[src/rtl/sdram_init_pkg.sv]
`timescale 1ns/1ps
package sdram_init_pkg;

   typedef enum logic [1:0] {
      CMD_NONE = 2'd0,
      CMD_PALL = 2'd1,
      CMD_REF  = 2'd2,
      CMD_MRS  = 2'd3
   } init_cmd_e;

   // control register bit positions (firmware-visible)
   localparam int unsigned BIT_ARM_REF  = 0;
   localparam int unsigned BIT_ARM_PALL = 1;
   localparam int unsigned BIT_ARM_MRS  = 2;
   localparam int unsigned BIT_DONE     = 3;
   localparam int unsigned BIT_ENABLE   = 4;
   localparam int unsigned CTRL_BITS    = 5;

endpackage

[src/rtl/sdinit_ctrl_reg.sv]
`timescale 1ns/1ps
module sdinit_ctrl_reg
   import sdram_init_pkg::*;
#(
   parameter int unsigned DATA_W = 32
) (
   input  logic              clk,
   input  logic              rst_n,
   input  logic              reg_we,
   input  logic [DATA_W-1:0] reg_wdata,
   input  logic              clr_pall,
   input  logic              clr_ref,
   input  logic              clr_mrs,
   input  logic              done,
   output logic              enable,
   output logic              arm_pall,
   output logic              arm_ref,
   output logic              arm_mrs,
   output logic [DATA_W-1:0] reg_rdata
);

   if (DATA_W < CTRL_BITS) begin : g_bad_width
      $error("sdinit_ctrl_reg: DATA_W too small for control bits");
   end

   // reserved and read-only write bits are intentionally dropped
   wire unused_wbits = ^{reg_wdata[DATA_W-1:CTRL_BITS], reg_wdata[BIT_DONE]};

   always_ff @(posedge clk or negedge rst_n) begin
      if (!rst_n) begin
         enable   <= 1'b0;
         arm_pall <= 1'b0;
         arm_ref  <= 1'b0;
         arm_mrs  <= 1'b0;
      end else if (reg_we) begin
         enable   <= reg_wdata[BIT_ENABLE];
         arm_pall <= reg_wdata[BIT_ARM_PALL];
         arm_ref  <= reg_wdata[BIT_ARM_REF];
         arm_mrs  <= reg_wdata[BIT_ARM_MRS];
      end else begin
         if (clr_pall) arm_pall <= 1'b0;
         if (clr_ref)  arm_ref  <= 1'b0;
         if (clr_mrs)  arm_mrs  <= 1'b0;
      end
   end

   always_comb begin
      reg_rdata               = '0;
      reg_rdata[BIT_ENABLE]   = enable;
      reg_rdata[BIT_DONE]     = done;
      reg_rdata[BIT_ARM_MRS]  = arm_mrs;
      reg_rdata[BIT_ARM_PALL] = arm_pall;
      reg_rdata[BIT_ARM_REF]  = arm_ref;
   end


   arm_self_clear_chk: assert property (@(posedge clk) disable iff (!rst_n)
      (clr_pall && !reg_we) |=> !arm_pall);

endmodule

[src/rtl/sdinit_cmd_pick.sv]
`timescale 1ns/1ps
module sdinit_cmd_pick
   import sdram_init_pkg::*;
(
   input  logic      enable,
   input  logic      arm_pall,
   input  logic      arm_ref,
   input  logic      arm_mrs,
   output init_cmd_e cmd
);

   always_comb begin
      cmd = CMD_NONE;
      if (enable) begin
         if (arm_pall)     cmd = CMD_PALL;
         else if (arm_ref) cmd = CMD_REF;
         else if (arm_mrs) cmd = CMD_MRS;
      end
   end

endmodule

[src/rtl/sdinit_pin_drv.sv]
`timescale 1ns/1ps
module sdinit_pin_drv
   import sdram_init_pkg::*;
#(
   parameter int unsigned ROW_BITS  = 13,
   parameter int unsigned BANK_BITS = 2,
   parameter int unsigned AP_BIT    = 10
) (
   input  logic                 clk,
   input  logic                 rst_n,
   input  logic                 fire,
   input  init_cmd_e            cmd,
   input  logic [BANK_BITS-1:0] mode_ba,
   input  logic [ROW_BITS-1:0]  mode_a,
   output logic                 cs_n,
   output logic                 ras_n,
   output logic                 cas_n,
   output logic                 we_n,
   output logic [BANK_BITS-1:0] ba,
   output logic [ROW_BITS-1:0]  a
);

   if (AP_BIT >= ROW_BITS) begin : g_bad_ap
      $error("sdinit_pin_drv: AP_BIT outside address lines");
   end

   localparam logic [ROW_BITS-1:0] AP_MASK = ROW_BITS'(1) << AP_BIT;

   always_ff @(posedge clk or negedge rst_n) begin
      if (!rst_n) begin
         {cs_n, ras_n, cas_n, we_n} <= 4'b1111;
         ba <= '0;
         a  <= '0;
      end else begin
         {cs_n, ras_n, cas_n, we_n} <= 4'b1111;
         ba <= '0;
         a  <= '0;
         if (fire) begin
            unique case (cmd)
               CMD_PALL: begin
                  {cs_n, ras_n, cas_n, we_n} <= 4'b0010;
                  a <= AP_MASK;
               end
               CMD_REF: {cs_n, ras_n, cas_n, we_n} <= 4'b0001;
               CMD_MRS: begin
                  {cs_n, ras_n, cas_n, we_n} <= 4'b0000;
                  ba <= mode_ba;
                  a  <= mode_a;
               end
               default: ;
            endcase
         end
      end
   end


   cmd_has_row_strobe_chk: assert property (@(posedge clk) disable iff (!rst_n)
      !cs_n |-> !ras_n);

endmodule

[src/rtl/sdinit_track.sv]
`timescale 1ns/1ps
module sdinit_track
   import sdram_init_pkg::*;
#(
   parameter int unsigned CAS_W   = 3,
   parameter int unsigned REF_MIN = 2
) (
   input  logic             clk,
   input  logic             rst_n,
   input  logic             fire,
   input  init_cmd_e        cmd,
   input  logic [CAS_W-1:0] cas_field,
   input  logic [CAS_W-1:0] cfg_cas,
   output logic             done,
   output logic             cas_err
);

   if (REF_MIN < 1) begin : g_bad_ref
      $error("sdinit_track: REF_MIN must be at least 1");
   end

   localparam int unsigned      RCW       = $clog2(REF_MIN + 1);
   localparam logic [RCW-1:0]   REF_MIN_V = RCW'(REF_MIN);

   logic           pall_seen;
   logic [RCW-1:0] ref_cnt;
   logic           mrs_ok;
   logic           mrs_fire;

   assign mrs_fire = fire && (cmd == CMD_MRS);

   always_ff @(posedge clk or negedge rst_n) begin
      if (!rst_n) begin
         pall_seen <= 1'b0;
         ref_cnt   <= '0;
         mrs_ok    <= 1'b0;
         done      <= 1'b0;
         cas_err   <= 1'b0;
      end else begin
         mrs_ok <= mrs_fire && pall_seen && (ref_cnt == REF_MIN_V);
         done   <= done | mrs_ok;
         if (fire && cmd == CMD_PALL) pall_seen <= 1'b1;
         if (fire && cmd == CMD_REF && ref_cnt != REF_MIN_V) ref_cnt <= ref_cnt + 1'b1;
         if (mrs_fire) cas_err <= (cas_field != cfg_cas);
      end
   end


   done_sticky_chk: assert property (@(posedge clk) disable iff (!rst_n)
      done |=> done);


   cas_err_hold_chk: assert property (@(posedge clk) disable iff (!rst_n)
      !mrs_fire |=> $stable(cas_err));

endmodule

[src/rtl/sdram_init_seq.sv]
`timescale 1ns/1ps
module sdram_init_seq
   import sdram_init_pkg::*;
#(
   parameter int unsigned DATA_W    = 32,
   parameter int unsigned ROW_BITS  = 13,
   parameter int unsigned BANK_BITS = 2,
   parameter int unsigned AP_BIT    = 10,
   parameter int unsigned CAS_LSB   = 4,
   parameter int unsigned CAS_W     = 3,
   parameter int unsigned RECOVERY  = 2,
   parameter int unsigned REF_MIN   = 2
) (
   input  logic                          clk,
   input  logic                          rst_n,
   input  logic                          reg_we,
   input  logic [DATA_W-1:0]             reg_wdata,
   output logic [DATA_W-1:0]             reg_rdata,
   input  logic                          mem_wr,
   input  logic [ROW_BITS+BANK_BITS:1]   mem_addr,
   output logic                          mem_ready,
   input  logic [CAS_W-1:0]              cfg_cas_lat,
   output logic                          sd_cs_n,
   output logic                          sd_ras_n,
   output logic                          sd_cas_n,
   output logic                          sd_we_n,
   output logic [BANK_BITS-1:0]          sd_ba,
   output logic [ROW_BITS-1:0]           sd_a,
   output logic                          cas_err
);

   if (CAS_LSB + CAS_W > ROW_BITS) begin : g_bad_cas
      $error("sdram_init_seq: CAS field outside address lines");
   end

   localparam int unsigned BA_LO = ROW_BITS + 1;
   localparam int unsigned BA_HI = ROW_BITS + BANK_BITS;

   logic      enable, arm_pall, arm_ref, arm_mrs, done;
   logic      accept, fire;
   init_cmd_e cmd;

   assign accept = mem_wr && mem_ready;
   assign fire   = accept && (cmd != CMD_NONE);

   sdinit_ctrl_reg #(.DATA_W(DATA_W)) u_reg (
      .clk      (clk),
      .rst_n    (rst_n),
      .reg_we   (reg_we),
      .reg_wdata(reg_wdata),
      .clr_pall (fire && cmd == CMD_PALL),
      .clr_ref  (fire && cmd == CMD_REF),
      .clr_mrs  (fire && cmd == CMD_MRS),
      .done     (done),
      .enable   (enable),
      .arm_pall (arm_pall),
      .arm_ref  (arm_ref),
      .arm_mrs  (arm_mrs),
      .reg_rdata(reg_rdata)
   );

   sdinit_cmd_pick u_pick (
      .enable  (enable),
      .arm_pall(arm_pall),
      .arm_ref (arm_ref),
      .arm_mrs (arm_mrs),
      .cmd     (cmd)
   );

   sdinit_pin_drv #(
      .ROW_BITS (ROW_BITS),
      .BANK_BITS(BANK_BITS),
      .AP_BIT   (AP_BIT)
   ) u_pins (
      .clk    (clk),
      .rst_n  (rst_n),
      .fire   (fire),
      .cmd    (cmd),
      .mode_ba(mem_addr[BA_HI:BA_LO]),
      .mode_a (mem_addr[ROW_BITS:1]),
      .cs_n   (sd_cs_n),
      .ras_n  (sd_ras_n),
      .cas_n  (sd_cas_n),
      .we_n   (sd_we_n),
      .ba     (sd_ba),
      .a      (sd_a)
   );

   sdinit_track #(
      .CAS_W  (CAS_W),
      .REF_MIN(REF_MIN)
   ) u_track (
      .clk      (clk),
      .rst_n    (rst_n),
      .fire     (fire),
      .cmd      (cmd),
      .cas_field(mem_addr[CAS_LSB+CAS_W:CAS_LSB+1]),
      .cfg_cas  (cfg_cas_lat),
      .done     (done),
      .cas_err  (cas_err)
   );

   // recovery window after each accepted window write
   if (RECOVERY == 0) begin : g_no_recovery
      assign mem_ready = 1'b1;
   end else begin : g_recovery
      localparam int unsigned            RW    = $clog2(RECOVERY + 1);
      localparam logic [RW-1:0]          REC_V = RW'(RECOVERY);
      logic [RW-1:0] rec_cnt;

      always_ff @(posedge clk or negedge rst_n) begin
         if (!rst_n)              rec_cnt <= '0;
         else if (accept)         rec_cnt <= REC_V;
         else if (rec_cnt != '0)  rec_cnt <= rec_cnt - 1'b1;
      end
      assign mem_ready = (rec_cnt == '0);


      ready_drop_chk: assert property (@(posedge clk) disable iff (!rst_n)
         accept |=> !mem_ready);


      cs_single_cycle_chk: assert property (@(posedge clk) disable iff (!rst_n)
         !sd_cs_n |=> sd_cs_n);
   end


   cmd_needs_enable_chk: assert property (@(posedge clk) disable iff (!rst_n)
      !sd_cs_n |-> $past(enable));

endmodule

[config.mk]
export PLATFORM = sky130hd
export DESIGN_NAME = sdram_init_seq
export DESIGN_NICKNAME = d
export VERILOG_FILES = /design/src/rtl/sdram_init_pkg.sv /design/src/rtl/sdinit_ctrl_reg.sv /design/src/rtl/sdinit_cmd_pick.sv /design/src/rtl/sdinit_pin_drv.sv /design/src/rtl/sdinit_track.sv /design/src/rtl/sdram_init_seq.sv
export SDC_FILE = /design/constraint.sdc
export NUM_CORES = 1
export LEC_CHECK = 0
export CAP_MARGIN = 40
export CORE_UTILIZATION = 37
export CTS_BUF_LIST = sky130_fd_sc_hd__clkbuf_2
export DETAILED_ROUTE_END_ITERATION = 16
export MAX_ROUTING_LAYER = met4
export PLACE_DENSITY = 0.87
export SYNTH_ARGS = -nofsm -noshare
export SYNTH_HDL_FRONTEND = slang
export SYNTH_SLANG_ARGS = --single-unit
[constraint.sdc]
create_clock -name clk -period 4.2 [get_ports clk]
set_clock_uncertainty 0.2 [all_clocks]
set_input_delay 0.63 -clock clk [delete_from_list [all_inputs] [get_ports clk]]
set_output_delay 0.63 -clock clk [all_outputs]
set_load 0.05 [all_outputs]
Word level (Yosys, flattened, before mapping)
Cells that the tools add are included.
{"block": "word_totals", "regBits": 30, "latch_bits": 0, "ram_bits": 0, "romBits": 0, "inputBits": 54, "wordCells": 64, "n_memories": 0}
{"block": "classes", "n_addsub": 2, "mul": 0, "n_div": 0, "n_lt_le_gt_ge": 0, "eq_ne": 6, "shifts": 0, "mux": 22, "bitwise_logic": 1, "n_reduce_logical": 18}
{"operator": "$pmux W13 S2", "count": 1}
{"operator": "$mux W2", "count": 8}
{"operator": "$mux W13", "count": 1}
{"operator": "$mux W1", "count": 12}
{"operator": "$reduce_bool A2 Y1", "count": 6}
{"operator": "$logic_and A1 B1 Y1", "count": 8}
{"operator": "$eq A2 B2 Y1 const B", "count": 3}
{"operator": "$reduce_or A2 Y1", "count": 2}
{"operator": "$ne A3 B3 Y1", "count": 1}
{"operator": "$reduce_or A3 Y1", "count": 1}
{"operator": "$add A2 B1 Y2 const B", "count": 1}
{"operator": "$eq A2 B1 Y1 const B", "count": 1}
{"operator": "$logic_not A2 Y1", "count": 1}
{"operator": "$ne A2 B2 Y1 const B", "count": 1}
{"operator": "$sub A2 B1 Y2 const B", "count": 1}
{"operator": "$or A1 B1 Y1", "count": 1}

Longest topological paths before layout
Gate-level depths: netlist of run 1.
{"block": "depth", "word_depth": 9, "ltp_mapped": 6}

Hierarchy
From an unflattened synthesis of run 1, not the netlist that was laid out.
{"block": "hier_totals", "hier_cells": 130, "area_unflattened_um2": 1431.4}
{"mod": "sdinit_pin_drv", "instances": 1, "cells_per_inst": 41, "area_each_um2": 605.6}
{"mod": "sdinit_ctrl_reg", "instances": 1, "cells_per_inst": 45, "area_each_um2": 396.6}
{"mod": "sdinit_track", "instances": 1, "cells_per_inst": 24, "area_each_um2": 275.3}
{"mod": "sdram_init_seq", "instances": 1, "cells_per_inst": 16, "area_each_um2": 128.9}
{"mod": "sdinit_cmd_pick", "instances": 1, "cells_per_inst": 4, "area_each_um2": 25.0}

Least setup slack after synthesis of run 1
No wires, ideal clock.
{"block": "synth_path", "kind": "input-to-reg", "startpoint": "input mem_wr", "endpoint": "register u_track.cas_err", "setup_ps": 125, "t_arrival_ps": 1386, "t_required_ps": 3875, "slack_ps": 2489, "path_stages": 3, "path_buffers": 0, "cell_sequence": "nand3_4 -> nor3b_4 -> mux2_2"}
{"block": "synth_between", "elab_chain_cells": 3}
{"element": "start: declaration", "line": "sdram_init_seq.sv:19", "text": "input logic mem_wr,"}
{"element": "$logic_and A1 B1 Y1", "line": "sdram_init_seq.sv:43", "text": "assign accept = mem_wr && mem_ready;"}
{"element": "$logic_and A1 B1 Y1", "line": "sdram_init_seq.sv:44", "text": "assign fire = accept && (cmd != CMD_NONE);"}
{"element": "$logic_and A1 B1 Y1", "line": "sdinit_track.sv:30", "text": "assign mrs_fire = fire && (cmd == CMD_MRS);"}
{"element": "end signal: assignment", "line": "sdinit_track.sv:44", "text": "if (mrs_fire) cas_err <= (cas_field != cfg_cas);"}
{"element": "end: declaration", "line": "sdinit_track.sv:15", "text": "output logic cas_err"}
No other way between the ends.
A chain may end at the register's enable or synchronous reset.

==> impl_metrics.py, run 1 <==
metrics = {
    "outcome": {
        "status": "completed",
    },
    "sta": {
        "finalSetupViolCount": 0,
        "setup_ws_ns": 1.45,
        "timing.final.max_slew_violations": 0,
        "rsz0062_at_grt": "no",
        "post-route-min-period_ns": 2.75,
        "tightest_slew_ns": 0.593,
        "setup_tns_ns": 0,
        "slew_headroom_pct": 60.4,
        "fmax_mhz": 364,
        "finalHoldViolations": 0,
        "period_share_pct": 65.4,
    },
    "layout": {
        "multi_input_area_sq_um": 488,
        "fillers": 357,
        "drive_gt1_share_pct": 14.5,
        "diodes": 0,
        "syn_to_final_growth_pct": 31.6,
        "instances_no_fill": 220,
        "num-nets-final": 227,
        "register_area_sq_um": 754,
    },
    "worst_setup_path": {
        "cp_max_fo": 5,
        "cp.arrival_ns": 1.92,
        "cp_data_required_time_ns": 3.37,
        "worstRegToRegCells": 5,
        "r2r-start": "g_recovery.rec_cnt[0]",
        "worstSetupStartpoint": "g_recovery.rec_cnt[0]",
        "endpoint": "mem_ready",
        "r2r_end": "u_track.cas_err",
        "critPathCaptureType": "primary output",
        "r2r_slack_ns": 2.07,
        "start_kind": "flip-flop",
        "crit_type": "flip-flop to primary output",
    },
    "global_route": {
        "overflow": 0,
        "grt_pass1_vias": 819,
        "grt_max_degree": 31,
        "grt_antenna_before_repair": 0,
        "grt_pass1_wl_mm": 3.69,
        "grtUsageTotal_pct": 12.6,
    },
    "route": {
        "routed_via_density": 4.05,
        "vias": 892,
        "drc_errors": 0,
        "drt.antenna.violating_nets": 0,
        "drt_iter0_drc": 30,
        "finalWirelength_mm": 2.23,
        "wl_per_cell_um": 10.2,
        "dr.pass1.iters": 4,
    },
    "logic_synthesis": {
        "avgSynthCellArea_sq_um": 11.8,
        "synth.distinct_cells": 28,
        "netlist_instances": 121,
        "synth_seq_area_share_pct": 53.0,
        "yosys_warnings": 0,
        "syn-cell-area_sq_um": 1420,
        "ys_ff_latch": 30,
    },
    "floorplanning": {
        "dieWidth_um": 64.0,
        "core-area_sq_um": 3690,
        "start_util_pct": 38.6,
        "std_cell_rows": 22,
        "ioPinCount": 107,
        "dieArea_sq_um": 4100,
        "die_h_um": 64.0,
    },
    "run": {
        "cap_violations": 0,
    },
    "placement": {
        "io_buffer_count": 51,
        "place_inst": 212,
        "hpwl_mm": 1.68,
        "place_ws_ns": 1.57,
        "routabilityCongestion": 0.715,
    },
    "power": {
        "vdd_drop_max_v": 0.000174,
        "power_density_nw_per_um2": 422,
        "power_w": 0.000790,
        "leakage_nw": 0.881,
    },
    "cts": {
        "cts_hold_buf": 0,
        "cts_buffers": 5,
        "ctsResizeCount": 0,
        "htreeDepth": 2,
        "cts_max_path_buffers": 2,
        "cts_tree": "built",
        "clk_latency_ns": 0.34,
        "clkSinkCount": 30,
        "cts_root_buf": "clkbuf_2",
        "clkSlewWorstSetupHoldPaths_ns": 0.15,
        "postCtsSetupRepairBufs": 0,
    },
    "hold_path": {
        "hold_class": "flip-flop to flip-flop",
        "min_from": "u_track.mrs_ok",
    },
}
==> cells in the final DEF (no fill, tap or decap), types with 2 or more instances in the layout <==
master | netlist | layout
and2_2 | 5 | 5
a21oi_1 | 2 | 2
mux2i_1 | 2 | 2
dfrtp_1 | 27 | 27
nand2_1 | 4 | 4
xnor2_1 | 4 | 4
and3_2 | 2 | 2
dfstp_2 | 3 | 3
mux2_2 | 2 | 2
and2_1 | 9 | 9
conb_1 | 1 | 27
ha_1 | 2 | 2
inv_1 | 4 | 4
clkdlybuf4s50_1 | 0 | 51
o21ai_0 | 6 | 6
clkbuf_2 | 0 | 6
nor2_1 | 3 | 3
==> cell type report <==
cell class	count	area share, %
sequential	30	40.3
timing repair buffer	52	27.6
multi-input combinational	78	26.0
tap	48	3.20
clock buffer	6	1.60
inverter	4	0.801
clock inverter	2	0.467
==> metrics by stage <==
stage	cell area, sq um	utilization (%)	hold WS (ns)
after floorplan	1520	-	0.134
after global placement	1840	49.8	0.217
after detailed placement	1840	49.8	0.228
after CTS	1870	50.8	0.268
after global routing	1870	50.8	0.290
final	1870	50.8	0.261
==> sequential cells by signal (all words and copies together), names as in the netlist <==
register            cells
u_pins.a               13
g_recovery.rec_cnt      2
u_pins.ba               2
u_track.ref_cnt         2
u_pins.cas_n            1
u_pins.cs_n             1
u_pins.we_n             1
u_reg.arm_mrs           1
u_reg.arm_pall          1
u_reg.arm_ref           1
u_reg.enable            1
u_track.cas_err         1
u_track.done            1
u_track.mrs_ok          1
u_track.pall_seen       1
==> Yosys cell counts (all sizes together) <==
cell | number | area (sq um)
mux2 | 2 | 22.5
and3 | 2 | 15.0
o31ai | 1 | 7.51
xnor2 | 4 | 35.0
dfstp | 3 | 78.8
mux2i | 2 | 20.0
a21o | 1 | 7.51
inv | 4 | 15.0
or2b | 1 | 7.51
or2 | 1 | 6.26
nor2 | 3 | 11.3
ha | 2 | 25.0
a21oi | 2 | 10.0
dfrtp | 27 | 676
nor4b | 1 | 23.8
nor3b | 1 | 18.8
conb | 1 | 3.75
o21ai | 6 | 30.0
nor2b | 1 | 8.76
buf | 35 | 264
nand3 | 2 | 22.5
and2 | 14 | 93.8
nand2 | 4 | 15.0
nand2b | 1 | 6.26
==> critical path: stages, from the launching register on <==
cell and delay (ns):
dfrtp_1 0.42, inv_1 0.06, ha_1 0.25, clkdlybuf4s50_1 0.84
==> kinds of logic after synthesis <==
group | synth area share [%]
fa+ha+maj | 1.76
simple gates | 16.1
compound gates | 3.87
xor+xnor | 2.46
mux | 2.99
flops | 53.0
buf+inv | 19.6
other cells | 0.263
==> worst min path at each step <==
stage	to	slack (ns)	cells after the start
2_1_floorplan	g_recovery.rec_cnt[0]	0.13	0
3_3_place_gp	u_track.done	0.22	1
3_5_place_dp	u_track.done	0.23	1
4_1_cts	u_track.done	0.27	1
5_1_grt	u_track.done	0.29	1
6_report	u_track.done	0.26	1
==> power breakdown <==
part           internal [W]  switching [W]  total [W]
Clock             0.0000410      0.0000949   0.000136
Sequential         0.000330      0.0000244   0.000354
Combinational      0.000104       0.000196   0.000300
==> per-layer routing <==
metal	share of wire, %	vias to the layer above	track usage [%]
li1	-	420	-
met1	39	432	13.1
met2	55	38	20.2
met3	4.8	2	5.00
met4	0.63	0	6.82
met5	0	-	-
Power figures use the tool's default switching activity.
==> inputs of run 2 (changes only) <==
--- a/config.mk
+++ b/config.mk
@@ -6,11 +6,11 @@
 export NUM_CORES = 1
 export LEC_CHECK = 0
 export CAP_MARGIN = 40
-export CORE_UTILIZATION = 37
+export CORE_UTILIZATION = 35
 export CTS_BUF_LIST = sky130_fd_sc_hd__clkbuf_2
 export DETAILED_ROUTE_END_ITERATION = 16
 export MAX_ROUTING_LAYER = met4
-export PLACE_DENSITY = 0.87
+export PLACE_DENSITY = 0.83
 export SYNTH_ARGS = -nofsm -noshare
 export SYNTH_HDL_FRONTEND = slang
 export SYNTH_SLANG_ARGS = --single-unit
==> constraint.sdc (replaced) <==
create_clock -name clk -period 2.8 [get_ports clk]
set_clock_uncertainty 0.2 [all_clocks]
set_input_delay 0.42 -clock clk [delete_from_list [all_inputs] [get_ports clk]]
set_output_delay 0.42 -clock clk [all_outputs]
set_load 0.05 [all_outputs]
==> impl_metrics.py, run 2 (synthesis results as in run 1) <==
metrics = {
    "global_route": {
        "use_met3_pct": 4.48,
        "grt_max_degree": 31,
        "overflow": 0,
        "grtUsageTotal_pct": 12.0,
        "grt_antenna_before_repair": 0,
        "met2_usage_pct": 20.2,
        "grt_pass1_vias": 791,
        "grt_pass1_wl_mm": 3.62,
        "use_met1_pct": 12.1,
        "busiest_layer": "met2",
    },
    "placement": {
        "io_buffer_count": 51,
        "hpwl_mm": 1.74,
        "routabilityCongestion": 0.722,
        "place_ws_ns": 0.657,
    },
    "power": {
        "clkPwrFrac_pct": 16.9,
        "vdd_drop_max_v": 0.000211,
        "power_density_nw_per_um2": 628,
        "leakage_nw": 0.886,
        "swShare_pct": 39.1,
        "power_frac_comb_pct": 38.1,
        "seqPwrFrac_pct": 45.0,
        "p_int_w": 0.000719,
        "p_sw_w": 0.000462,
    },
    "floorplanning": {
        "die_h_um": 65.8,
        "ioPinCount": 107,
        "dieWidth_um": 65.8,
        "std_cell_rows": 22,
        "core-area_sq_um": 3770,
        "dieArea_sq_um": 4330,
        "start_util_pct": 37.8,
    },
    "layout": {
        "syn_to_final_growth_pct": 32.2,
        "diodes": 0,
        "drive_gt1_share_pct": 15.0,
        "largest_reg_flops": 13,
        "num-nets-final": 228,
        "final_common_cell": "clkdlybuf4s50_1",
        "largest-register": "u_pins.a",
        "utilization_pct": 49.9,
        "mostFrequentLayoutCells": "51 x clkdlybuf4s50_1, 27 x conb_1, 27 x dfrtp_1, 9 x and2_1, 7 x clkbuf_2",
    },
    "worst_setup_path": {
        "critPathSlowestCell": "clkdlybuf4s50_1",
        "cp_max_fo": 5,
        "cp_data_required_time_ns": 2.18,
        "start_kind": "flip-flop",
        "critPathCaptureType": "primary output",
        "crit_type": "flip-flop to primary output",
        "cp_slowest_stage_delay_ns": 0.84,
        "cp.arrival_ns": 1.88,
        "cp_cell_sequence": "inv_1 > ha_1 > clkdlybuf4s50_1",
    },
    "route": {
        "dr.pass1.iters": 2,
        "finalWirelength_mm": 2.25,
        "routed_via_density": 3.99,
        "wl_per_cell_um": 10.2,
        "vias": 882,
        "drc_errors": 0,
        "drt.antenna.violating_nets": 0,
        "drt_iter0_drc": 38,
    },
    "sta": {
        "timing.final.max_slew_violations": 0,
        "post-route-min-period_ns": 2.50,
        "setup_ws_ns": 0.298,
        "rsz0062_at_grt": "no",
        "setup_tns_ns": 0,
        "fmax_mhz": 400,
        "finalHoldViolations": 0,
        "finalSetupViolCount": 0,
        "period_share_pct": 89.4,
        "slew_headroom_pct": 65.4,
        "tightest_slew_ns": 0.517,
    },
    "cts": {
        "ctsResizeCount": 0,
        "cts_buffers": 5,
        "cts_root_buf": "clkbuf_2",
        "cts_max_path_buffers": 2,
        "htreeDepth": 2,
        "postCtsSetupRepairBufs": 0,
        "clk_latency_ns": 0.33,
        "clkSlewWorstSetupHoldPaths_ns": 0.15,
        "cts_tree": "built",
        "clkSinkCount": 30,
        "cts_hold_buf": 0,
    },
    "outcome": {
        "status": "completed",
    },
    "hold_path": {
        "hold_class": "primary input to async pin",
    },
    "run": {
        "cap_violations": 0,
    },
}
[run 2: cell types whose count changed in the layout (fill, tap and decap cells not counted)]
cell	previous run	this run
clkinv_2	1	0
clkbuf_2	6	7
buf_4	1	2
[run 2: per-stage QoR]
| stage | hold slack [ns] | total power [W] | std cells | cell area (sq um) |
|---|---|---|---|---|
| 2_1_floorplan | -0.0756 | 0.000906 | 147 | 1520 |
| 3_3_place_gp | 0.218 | 0.000984 | 213 | 1840 |
| 3_5_place_dp | 0.245 | 0.000997 | 213 | 1840 |
| 4_1_cts | 0.244 | 0.00120 | 221 | 1880 |
| 5_1_grt | 0.242 | 0.00126 | 221 | 1880 |
| 6_report | 0.253 | 0.00118 | 221 | 1880 |
[run 2: final timing paths]
check	start	end	slack (ns)	cells past startpoint
worst max-delay path	g_recovery.rec_cnt[0]	mem_ready	0.30	3
worst min-delay path	rst_n	u_pins.a[8]	0.25	2
worst max register to register	g_recovery.rec_cnt[0]	u_track.cas_err	1.01	5
worst min register to register	u_track.pall_seen	u_track.pall_seen	0.27	1
max in group asynchronous	rst_n	u_pins.cs_n	1.81	2
min in group clk	u_track.pall_seen	u_track.pall_seen	0.27	1
[run 2: cell type report]
class	instances	area, sq um
Fill cell	357	1890
Sequential cell	30	754
Timing Repair Buffer	53	526
Multi-Input combinational cell	78	488
Tap cell	48	60.1
Clock buffer	7	35.0
Inverter	4	15.0
Clock inverter	1	3.75
[run 2: power by group through the flow]
stage / registers [W] / logic, W / clock network, W
after floorplan: 0.000581 / 0.000325 / 0
after global placement: 0.000537 / 0.000447 / 0
after detailed placement: 0.000542 / 0.000455 / 0
after CTS: 0.000533 / 0.000456 / 0.000213
after global routing: 0.000540 / 0.000485 / 0.000233
final: 0.000531 / 0.000450 / 0.000200
[run 2: worst max-delay path: cells and delay by family (launching register included)]
kind	cells	cell delay, ns
DFF	1	0.41
buffers and inverters	2	0.90
adders and majority gates	1	0.25
[run 2: per-layer routing]
layer / vias to the layer above / share of wire, % / wire length, um
met5: - / 0 / 0
met4: 0 / 1.4 / 31
met3: 2 / 7.3 / 165
met2: 45 / 54 / 1200
met1: 405 / 38 / 843
li1: 430 / - / -
==> inputs of run 3 (changes only) <==
--- a/config.mk
+++ b/config.mk
@@ -11,6 +11,7 @@
 export DETAILED_ROUTE_END_ITERATION = 16
 export MAX_ROUTING_LAYER = met4
 export PLACE_DENSITY = 0.83
+export SKIP_CTS_REPAIR_TIMING = 1
 export SYNTH_ARGS = -nofsm -noshare
 export SYNTH_HDL_FRONTEND = slang
 export SYNTH_SLANG_ARGS = --single-unit
==> results of run 3 <==
Final layout, timing and power as in run 2 (identical DEF).
